`src/rtl/nbr_pkg.sv`:
```
package nbr_pkg;

    localparam int unsigned NIB_W = 4;

    localparam logic [NIB_W-1:0] START_CODE = 4'b1101;
    localparam logic [NIB_W-1:0] ONE_BYTE   = 4'b0000;
    localparam logic [NIB_W-1:0] SYNC_READY = 4'b0000;
    localparam logic [NIB_W-1:0] TAR_ONES   = 4'b1111;

    typedef enum logic [3:0] {
        ST_IDLE,
        ST_IDSEL,
        ST_ADDR,
        ST_SIZE,
        ST_HTAR0,
        ST_HTAR1,
        ST_SYNC,
        ST_DLO,
        ST_DHI,
        ST_TTAR0,
        ST_TTAR1,
        ST_SKIP
    } state_t;

endpackage

```
`src/rtl/nbr_frame_fsm.sv`:
```
module nbr_frame_fsm
    import nbr_pkg::*;
#(
    parameter int unsigned ADDR_NIBBLES = 7
) (
    input  logic             clk,
    input  logic             rst_n,
    input  logic             frame_n,
    input  logic [NIB_W-1:0] bus_in,
    input  logic [NIB_W-1:0] dev_id,
    output state_t           state,
    output logic             addr_shift
);

    localparam int unsigned CW = (ADDR_NIBBLES > 1) ? $clog2(ADDR_NIBBLES) : 1;
    localparam logic [CW-1:0] LAST_NIB = CW'(ADDR_NIBBLES - 1);

    state_t        state_q;
    state_t        state_d;
    logic [CW-1:0] nib_cnt_q;

    // State register and the address nibble counter.
    always_ff @(posedge clk or negedge rst_n) begin
        if (!rst_n) begin
            state_q   <= ST_IDLE;
            nib_cnt_q <= '0;
        end else begin
            state_q <= state_d;
            if (state_q == ST_ADDR) begin
                nib_cnt_q <= nib_cnt_q + 1'b1;
            end else begin
                nib_cnt_q <= '0;
            end
        end
    end

    // Next-state decode.
    always_comb begin
        state_d = state_q;
        unique case (state_q)
            ST_IDLE: begin
                if (!frame_n && bus_in == START_CODE) state_d = ST_IDSEL;
            end
            ST_IDSEL: begin
                if (!frame_n) begin
                    // A repeated start restarts the frame; other nibbles abandon it.
                    state_d = (bus_in == START_CODE) ? ST_IDSEL : ST_IDLE;
                end else begin
                    state_d = (bus_in == dev_id) ? ST_ADDR : ST_SKIP;
                end
            end
            ST_ADDR: begin
                if (nib_cnt_q == LAST_NIB) state_d = ST_SIZE;
            end
            ST_SIZE:  state_d = (bus_in == ONE_BYTE) ? ST_HTAR0 : ST_SKIP;
            ST_HTAR0: state_d = ST_HTAR1;
            ST_HTAR1: state_d = ST_SYNC;
            ST_SYNC:  state_d = ST_DLO;
            ST_DLO:   state_d = ST_DHI;
            ST_DHI:   state_d = ST_TTAR0;
            ST_TTAR0: state_d = ST_TTAR1;
            ST_TTAR1: state_d = ST_IDLE;
            ST_SKIP: begin
                if (frame_n) state_d = ST_IDLE;
            end
            default:  state_d = ST_IDLE;
        endcase
    end

    assign state      = state_q;
    assign addr_shift = (state_q == ST_ADDR);

endmodule

```
`src/rtl/nbr_addr_shift.sv`:
```
module nbr_addr_shift
    import nbr_pkg::*;
#(
    parameter int unsigned MEM_AW = 20
) (
    input  logic              clk,
    input  logic              rst_n,
    input  logic              shift_en,
    input  logic [NIB_W-1:0]  nib,
    output logic [MEM_AW-1:0] addr
);

    // Only the low MEM_AW address bits are kept; older nibbles fall off the top.
    logic [MEM_AW-1:0] addr_q;

    always_ff @(posedge clk or negedge rst_n) begin
        if (!rst_n) begin
            addr_q <= '0;
        end else if (shift_en) begin
            addr_q <= {addr_q[MEM_AW-NIB_W-1:0], nib};
        end
    end

    assign addr = addr_q;

endmodule

```
`src/rtl/nbr_drive_mux.sv`:
```
module nbr_drive_mux
    import nbr_pkg::*;
#(
    parameter int unsigned DATA_W = 8
) (
    input  logic              clk,
    input  logic              rst_n,
    input  state_t            state,
    input  logic [DATA_W-1:0] mem_rdata,
    output logic [NIB_W-1:0]  bus_out,
    output logic              bus_oe
);

    localparam int unsigned NIBS = DATA_W / NIB_W;

    logic [DATA_W-1:0] data_q;
    logic [NIB_W-1:0]  data_nib [NIBS];

    // Hold the byte that the memory returned during the size clock.
    always_ff @(posedge clk or negedge rst_n) begin
        if (!rst_n) begin
            data_q <= '0;
        end else if (state == ST_HTAR0) begin
            data_q <= mem_rdata;
        end
    end

    for (genvar g = 0; g < NIBS; g++) begin : g_nib
        assign data_nib[g] = data_q[g*NIB_W +: NIB_W];
    end

    // Output process: what the target places on the bus in each state.
    always_comb begin
        bus_out = TAR_ONES;
        bus_oe  = 1'b0;
        unique case (state)
            ST_SYNC: begin
                bus_out = SYNC_READY;
                bus_oe  = 1'b1;
            end
            ST_DLO: begin
                bus_out = data_nib[0];
                bus_oe  = 1'b1;
            end
            ST_DHI: begin
                bus_out = data_nib[NIBS-1];
                bus_oe  = 1'b1;
            end
            ST_TTAR0: begin
                bus_out = TAR_ONES;
                bus_oe  = 1'b1;
            end
            default: begin
                bus_out = TAR_ONES;
                bus_oe  = 1'b0;
            end
        endcase
    end

endmodule

```
`src/rtl/nbus_read_target.sv`:
```
module nbus_read_target
    import nbr_pkg::*;
#(
    parameter int unsigned ADDR_NIBBLES = 7,
    parameter int unsigned MEM_AW       = 20,
    parameter int unsigned DATA_W       = 8
) (
    input  logic              clk,
    input  logic              rst_a_n,
    input  logic              rst_b_n,
    input  logic              frame_n,
    input  logic [3:0]        bus_in,
    output logic [3:0]        bus_out,
    output logic              bus_oe,
    input  logic [3:0]        dev_id,
    output logic              mem_req,
    output logic [MEM_AW-1:0] mem_addr,
    input  logic [DATA_W-1:0] mem_rdata,
    output logic              standby
);

    logic   rst_n;
    state_t state;
    logic   addr_shift;

    // Either reset input resets the whole block.
    assign rst_n = rst_a_n & rst_b_n;

    nbr_frame_fsm #(
        .ADDR_NIBBLES(ADDR_NIBBLES)
    ) u_fsm (
        .clk       (clk),
        .rst_n     (rst_n),
        .frame_n   (frame_n),
        .bus_in    (bus_in),
        .dev_id    (dev_id),
        .state     (state),
        .addr_shift(addr_shift)
    );

    nbr_addr_shift #(
        .MEM_AW(MEM_AW)
    ) u_addr (
        .clk     (clk),
        .rst_n   (rst_n),
        .shift_en(addr_shift),
        .nib     (bus_in),
        .addr    (mem_addr)
    );

    nbr_drive_mux #(
        .DATA_W(DATA_W)
    ) u_drive (
        .clk      (clk),
        .rst_n    (rst_n),
        .state    (state),
        .mem_rdata(mem_rdata),
        .bus_out  (bus_out),
        .bus_oe   (bus_oe)
    );

    // The request lasts for the size clock, so the byte is back before the sync.
    assign mem_req = (state == ST_SIZE);
    assign standby = (state == ST_IDLE) && frame_n;

endmodule

```
`config.mk`:
```
export PLATFORM = sky130hd
export DESIGN_NAME = nbus_read_target
export DESIGN_NICKNAME = d
export VERILOG_FILES = /design/src/rtl/nbr_pkg.sv /design/src/rtl/nbr_frame_fsm.sv /design/src/rtl/nbr_addr_shift.sv /design/src/rtl/nbr_drive_mux.sv /design/src/rtl/nbus_read_target.sv
export SDC_FILE = /design/constraint.sdc
export NUM_CORES = 1
export LEC_CHECK = 0
export ABC_AREA = 1
export BUFFER_PORTS_ARGS = -buffer_cell sky130_fd_sc_hd__buf_2
export CAP_MARGIN = 20
export CORE_ASPECT_RATIO = 0.9
export CORE_MARGIN = 4
export CORE_UTILIZATION = 27
export CTS_BUF_LIST = sky130_fd_sc_hd__clkbuf_4 sky130_fd_sc_hd__clkbuf_8
export CTS_CLUSTER_SIZE = 25
export DETAILED_ROUTE_END_ITERATION = 16
export GPL_ROUTABILITY_DRIVEN = 0
export PLACE_DENSITY = 0.49
export SYNTH_ARGS = -nofsm -noshare
export SYNTH_HDL_FRONTEND = slang
export SYNTH_SLANG_ARGS = --single-unit
```
`constraint.sdc`:
```
create_clock -name clk -period 2.2 [get_ports clk]
set_clock_uncertainty 0.1 [all_clocks]
set_input_delay 0.22 -clock clk [delete_from_list [all_inputs] [get_ports clk]]
set_output_delay 0.22 -clock clk [all_outputs]
set_load 0.02 [all_outputs]
```
==> summary.txt, run 1 <==
Critical path
  – Logic depth of the worst path, buffers included: 6
  – CP Max Fanout: 7
  – Critical path buffer and inverter count: 2
  – Count of cells along the worst register-to-register path: 9
  – Critical path endpoint category: output pin
  – Endpoint arrival time on the critical path: 1660 ps
  – Capturing point of the worst reg2reg path: u_fsm.state[0]
  – Critical path capture point: bus_out[3]
  – Category of the critical setup timing path: register to output pin
  – Largest stage delay on the critical path: 520 ps
  – Critical Path Start Type: register
  – CP Data Required Time: 1880 ps
  – Register-to-Register Setup Slack: 710 ps
  – Largest delay contributor family on the critical path: simple AND/OR/NAND/NOR gates
  – Launching instance or port of the critical path: u_fsm.state[0]
  – Cell-by-cell listing of the critical path: nand2_2 -> nor3_4 -> nor2_1 -> inv_2 -> nand3_1 -> buf_2
  – CP max-delay cell: sky130_fd_sc_hd__dfrtp_1
  – Worst flop-to-flop path startpoint: u_fsm.state[1]

Placement
  – Worst slack after detailed placement: 553.8 ps
  – Half-perimeter wire length after detailed placement: 2.757 mm
  – Cell area after placement: 2063 sq um
  – DP Cell Count: 319
  – Number of input and output port buffers inserted: 46

Logic synthesis
  – Post-synth top area share: 50.51%
  – Yosys warning count: 0
  – Unique cell type count in the Yosys netlist: 23
  – Average instance area after synthesis: 9.224 sq um
  – Top area cells in the synthesized netlist: sky130_fd_sc_hd__dfrtp_1 51%, sky130_fd_sc_hd__nand2_1 10%, sky130_fd_sc_hd__mux2_2 5.2%
  – Seq/Total Area, Yosys: 50.51%
  – Seq cells post-synth: 35
  – Gate count after technology mapping: 188
  – Netlist area before placement: 1734 sq um
  – Number of nets produced by synthesis: 210
  – Top cell type by total area after synthesis: sky130_fd_sc_hd__dfrtp_1

Finish
  – Antenna cells: 0
  – Number of fillers in the final layout: 656
  – Cell area after layout: 2196 sq um
  – Layout-stage area growth over the synthesis result: 26.62%
  – Utilization after layout: 35.52%
  – Final std cells w/o fill: 329
  – Flip-flop and latch area: 875.8 sq um
  – Net total in the final layout: 263
  – Share of post-route cells with drive strength above 1: 36.36%
  – Multi-input combinational cell area: 734.5 sq um

Floorplan
  – Number of core rows: 27
  – Core outline area: 6182 sq um
  – Full die area: 7771 sq um
  – Die Width: 92.48 microns
  – Die span in y: 84.03 microns
  – Initial Util: 28.05%
  – Number of top-level pins: 47

STA
  – Setup_tns: 0 ps
  – Timing-limited maximum frequency: 506.1 MHz
  – Hold slack: 62.96 ps
  – Final-report hold violation count: 0
  – Slew margin rel.: 69.79%
  – Minimum period implied by the final worst setup slack: 1976 ps
  – Setup repair after global routing missed its margin: false
  – Post-layout worst setup margin: 224.0 ps
  – Final worst path period share: 89.82%
  – Setup violators final: 0
  – Slew Limit Fails: 0
  – Transition at the pin with the smallest max-transition slack: 453.2 ps

Power and ir drop
  – IR drop worst, VDD: 359.9 uV
  – Clock Power Share: 18.5%
  – Overall power: 3.118 mW
  – Net switching power: 1.303 mW
  – Areal power density over the cells: 1420 nW/um^2
  – Relative contribution of combinational cells to total power: 45.2%
  – Static leakage: 1.171 nW
  – Proportion of power drawn by flip-flops and latches: 36.3%
  – Fraction of power spent switching nets: 41.79%
  – Cell Int Power: 1.815 mW

Global route
  – Pin count of the biggest net entering global routing: 39
  – Antenna violations before repair: 0
  – Global-route wire length before repair: 6.541 mm
  – Number of global-route vias before repair: 1435
  – Overall global routing resource usage: 10.63%
  – GRT overflow: 0

Clock tree
  – Number of CTS-inserted buffers: 5
  – Maximum number of buffers from clock root to sink: 2
  – CTS resizes: 0
  – Clock tree from TritonCTS: yes
  – Clk Tree Root Cell: sky130_fd_sc_hd__clkbuf_8
  – Clock-pin slew on the worst setup and hold paths: 70 ps
  – TritonCTS sink count: 35
  – H-tree lvl count: 2
  – Clock latency on the worst-skew pair: 290 ps

Worst hold path
  – Min-Delay Startpoint: mem_rdata[5]
  – Worst hold path class: primary input to register

Flow run
  – Max-capacitance violation count: 0

Detailed routing
  – Number of iterations in the first detailed-routing pass: 4
  – DRC violation count after routing: 0
  – Average detailed-routed wire length per instance: 11.43 microns
  – Vias after detailed routing: 1370
  – Wirelength, routed: 3.760 mm
  – Vias per Instance: 4.164
  – Iteration-0 DRC count of the detailed router: 47
  – Residual antenna-violating net count after detailed routing: 0

Status
  – Outcome: finished, final reports clean
[cell type report]
| type | instances | area share, % |
|---|---|---|
| Clock buffer | 5 | 3.134 |
| Clock inverter | 3 | 1.994 |
| Inverter | 23 | 3.932 |
| Multi-Input combinational cell | 126 | 33.45 |
| Sequential cell | 35 | 39.89 |
| Tap cell | 87 | 4.957 |
| Timing Repair Buffer | 50 | 12.65 |
[metal layers]
layer  track usage [%]  vias up  share of wire, %
li1                  -      701                 -
met5                 0        -                 0
met1             13.65      619                47
met3             2.615       14               4.2
met4             6.208        0               3.3
met2             16.07       36                45
[cell usage in the layout, fill, tap and decap left out]
cell and count:
sky130_fd_sc_hd__a21oi_1 3, sky130_fd_sc_hd__a21oi_2 5, sky130_fd_sc_hd__buf_12 1, sky130_fd_sc_hd__buf_2 46, sky130_fd_sc_hd__buf_4 1, sky130_fd_sc_hd__bufinv_16 1
sky130_fd_sc_hd__clkbuf_8 5, sky130_fd_sc_hd__clkinv_2 1, sky130_fd_sc_hd__clkinv_4 1, sky130_fd_sc_hd__dfrtp_1 35, sky130_fd_sc_hd__dlygate4sd3_1 2, sky130_fd_sc_hd__ha_1 2
sky130_fd_sc_hd__inv_1 20, sky130_fd_sc_hd__inv_2 3, sky130_fd_sc_hd__mux2_2 8, sky130_fd_sc_hd__mux2_4 6, sky130_fd_sc_hd__nand2_1 47, sky130_fd_sc_hd__nand2_2 5
sky130_fd_sc_hd__nand3_1 8, sky130_fd_sc_hd__nand4_1 3, sky130_fd_sc_hd__nor2_1 21, sky130_fd_sc_hd__nor2_2 2, sky130_fd_sc_hd__nor2_4 2, sky130_fd_sc_hd__nor3_4 1
sky130_fd_sc_hd__o211ai_1 1, sky130_fd_sc_hd__o21ai_0 8, sky130_fd_sc_hd__o21ai_1 2, sky130_fd_sc_hd__o31ai_1 1, sky130_fd_sc_hd__xnor2_1 1
[registers in the layout, summed over array words and instances (netlist names)]
signal,flops
u_fsm.state,4
u_drive.data_q,8
u_fsm.nib_cnt_q,3
u_addr.addr,20
[how the worst min path moves through the flow]
stage	end	slack [ps]	cells past startpoint
floorplan	u_drive.data_q[0]	270	1
CTS	u_drive.data_q[3]	50	2
finish	u_drive.data_q[5]	60	2
global route	u_drive.data_q[7]	50	2
detailed placement	u_addr.addr[12]	270	4
global placement	u_addr.addr[16]	280	4
[cell families after synthesis]
group,Yosys count,share of synthesized area [%]
and+or+nand+nor,89,22.87
AOI/OAI and AO/OA,20,7.143
muxes,14,10.39
adders and majority gates,2,1.443
DFF,35,50.51
buffers and inverters,27,7.142
xor gates and xnor gates,1,0.5051
[Yosys cell counts, drive strengths merged]
library cell and count:
inv 23, nand4 3, nand2 52, xnor2 1, buf 3, ha 2
nor3 1, o21ai 10, nand3 8, a21oi 8, nor2 25, clkbuf 1
mux2 14, o211ai 1, dfrtp 35, o31ai 1
[repair_timing]
action	4_1_cts	5_1_grt
setup buffers	0	0
endpoints found under the hold margin	35	0
hold buffers	2	0
[power groups by stage]
stage               Clock (mW)  Sequential (mW)  Combinational [mW]
floorplan                    0             1.33               0.831
global placement             0             1.14                1.42
detailed placement           0             1.14                1.42
CTS                      0.606             1.13                1.43
global route             0.641             1.18                1.55
finish                   0.577             1.13                1.41
No activity file was read; power rests on OpenSTA's default activity.
==> run 2, diff against run 1 <==
==> constraint.sdc (replaced) <==
create_clock -name clk -period 2.13 [get_ports clk]
set_clock_uncertainty 0.1 [all_clocks]
set_input_delay 0.213 -clock clk [delete_from_list [all_inputs] [get_ports clk]]
set_output_delay 0.213 -clock clk [all_outputs]
set_load 0.02 [all_outputs]
==> summary.txt, run 2 (synthesis gave the netlist of run 1 again) <==
Status
  – Outcome: finished, final reports clean

Finish
  – Antenna cells: 0
  – Highest-count cells in the layout ignoring fill and taps: 47 x sky130_fd_sc_hd__nand2_1, 46 x sky130_fd_sc_hd__buf_2, 35 x sky130_fd_sc_hd__dfrtp_1, 21 x sky130_fd_sc_hd__nor2_1, 20 x sky130_fd_sc_hd__inv_1
  – Max reg flops: 20
  – Share of post-route cells with drive strength above 1: 36.36%
  – Net total in the final layout: 263
  – Layout-stage area growth over the synthesis result: 25.25%
  – Most common cell after layout, fill and taps aside: sky130_fd_sc_hd__nand2_1
  – Final std cells w/o fill: 329
  – Utilization after layout: 35.13%

Critical path
  – Critical path endpoint category: output pin
  – Category of the critical setup timing path: register to output pin
  – CP Max Fanout: 7
  – Endpoint arrival time on the critical path: 1660 ps
  – Critical Path Start Type: register
  – CP Data Required Time: 1820 ps

Placement
  – DP Cell Count: 319
  – Half-perimeter wire length after detailed placement: 2.783 mm
  – Worst slack after detailed placement: 454.4 ps
  – Number of input and output port buffers inserted: 46

Detailed routing
  – Average detailed-routed wire length per instance: 11.22 microns
  – Vias after detailed routing: 1358
  – Iteration-0 DRC count of the detailed router: 84
  – Residual antenna-violating net count after detailed routing: 0
  – Number of iterations in the first detailed-routing pass: 4
  – DRC violation count after routing: 0
  – Vias per Instance: 4.128
  – Wirelength, routed: 3.693 mm

Worst hold path
  – Worst hold path class: primary input to register

Power and ir drop
  – Areal power density over the cells: 1427 nW/um^2
  – IR drop worst, VDD: 426.8 uV
  – Cell Int Power: 1.767 mW
  – Relative contribution of combinational cells to total power: 47.0%
  – Fraction of power spent switching nets: 43.01%
  – Clock Power Share: 15.7%
  – Net switching power: 1.334 mW
  – Static leakage: 1.157 nW
  – Proportion of power drawn by flip-flops and latches: 37.3%

Floorplan
  – Number of top-level pins: 47
  – Number of core rows: 27
  – Core outline area: 6182 sq um
  – Initial Util: 28.05%
  – Die Width: 92.48 microns
  – Die span in y: 84.03 microns
  – Full die area: 7771 sq um

Global route
  – GRT overflow: 0
  – Global-route wire length before repair: 6.285 mm
  – Pin count of the biggest net entering global routing: 36
  – Antenna violations before repair: 0
  – Number of global-route vias before repair: 1334
  – Overall global routing resource usage: 10.28%

STA
  – Setup_tns: 0 ps
  – Minimum period implied by the final worst setup slack: 1977 ps
  – Setup violators final: 0
  – Final worst path period share: 92.83%
  – Setup repair after global routing missed its margin: false
  – Slew margin rel.: 69.33%
  – Final-report hold violation count: 0
  – Transition at the pin with the smallest max-transition slack: 460.1 ps
  – Post-layout worst setup margin: 152.7 ps
  – Hold slack: 51.79 ps
  – Timing-limited maximum frequency: 505.8 MHz
  – Slew Limit Fails: 0

Clock tree
  – CTS resizes: 0
  – H-tree lvl count: 2
  – Number of setup buffers added after CTS: 0
  – Number of buffers inserted by hold repair at cts: 2
  – Maximum number of buffers from clock root to sink: 2
  – Clock tree from TritonCTS: yes
  – Clock-pin slew on the worst setup and hold paths: 70 ps
  – Clk Tree Root Cell: sky130_fd_sc_hd__clkbuf_8
  – Clock latency on the worst-skew pair: 290 ps
  – Number of CTS-inserted buffers: 5
  – TritonCTS sink count: 35

Flow run
  – Max-capacitance violation count: 0
run 2: changes by cell type in the layout (fill, tap and decap cells not counted):
cell / change
sky130_fd_sc_hd__bufinv_16: -1
sky130_fd_sc_hd__clkinv_4: -1
sky130_fd_sc_hd__clkinvlp_4: +1
sky130_fd_sc_hd__clkbuf_4: +1
run 2: layout make-up:
cell class | count | area [sq um]
well taps | 87 | 108.9
multi-input cells | 126 | 734.5
clock buffers | 6 | 76.32
flip-flops and latches | 35 | 875.8
clock inverters | 2 | 12.51
repair buffers | 50 | 277.8
fillers | 658 | 4010
inverters | 23 | 86.33
run 2: final timing paths:
check | start | endpoint | slack, ps | cells past startpoint
max in group asynchronous | rst_b_n | u_fsm.state[0] | 570 | 6
setup reg to reg | u_fsm.state[3] | u_addr.addr[18] | 540 | 4
min in group asynchronous | rst_a_n | u_addr.addr[16] | 490 | 5
hold reg to reg | u_fsm.nib_cnt_q[0] | u_fsm.nib_cnt_q[0] | 360 | 1
setup / recovery | u_fsm.state[0] | bus_out[3] | 150 | 6
hold / removal | mem_rdata[1] | u_drive.data_q[1] | 50 | 2
run 2: layer usage:
layer / part of all wire (%) / wire [microns] / vias up / track usage [%]
met5: 0 / 0 / - / 0
met4: 1.5 / 57 / 0 / 4.184
met3: 4.4 / 164 / 4 / 2.976
met2: 47 / 1742 / 28 / 15.55
met1: 47 / 1729 / 618 / 13.67
li1: - / - / 708 / -
run 2: metrics by stage:
step | power, mW | cell area, sq um
detailed placement | 2.644 | 2063
global route | 3.360 | 2172
floorplan | 2.232 | 1734
finish | 3.100 | 2172
global placement | 2.639 | 2063
CTS | 3.156 | 2172
run 2: worst max-delay path, stage by stage (launching register included):
cell and delay, ps:
sky130_fd_sc_hd__dfrtp_1 520, sky130_fd_sc_hd__nand2_2 170, sky130_fd_sc_hd__nor3_4 260, sky130_fd_sc_hd__nor2_1 120, sky130_fd_sc_hd__inv_2 90, sky130_fd_sc_hd__nand3_1 60, sky130_fd_sc_hd__buf_2 160
run 2: power by group through the flow:
stage          clock network [mW]  registers (mW)  logic (mW)
2_1_floorplan                   0            1.37       0.859
4_1_cts                     0.515            1.16        1.48
3_3_place_gp                    0            1.17        1.46
6_report                    0.486            1.16        1.46
3_5_place_dp                    0            1.17        1.47
5_1_grt                     0.545            1.20        1.61
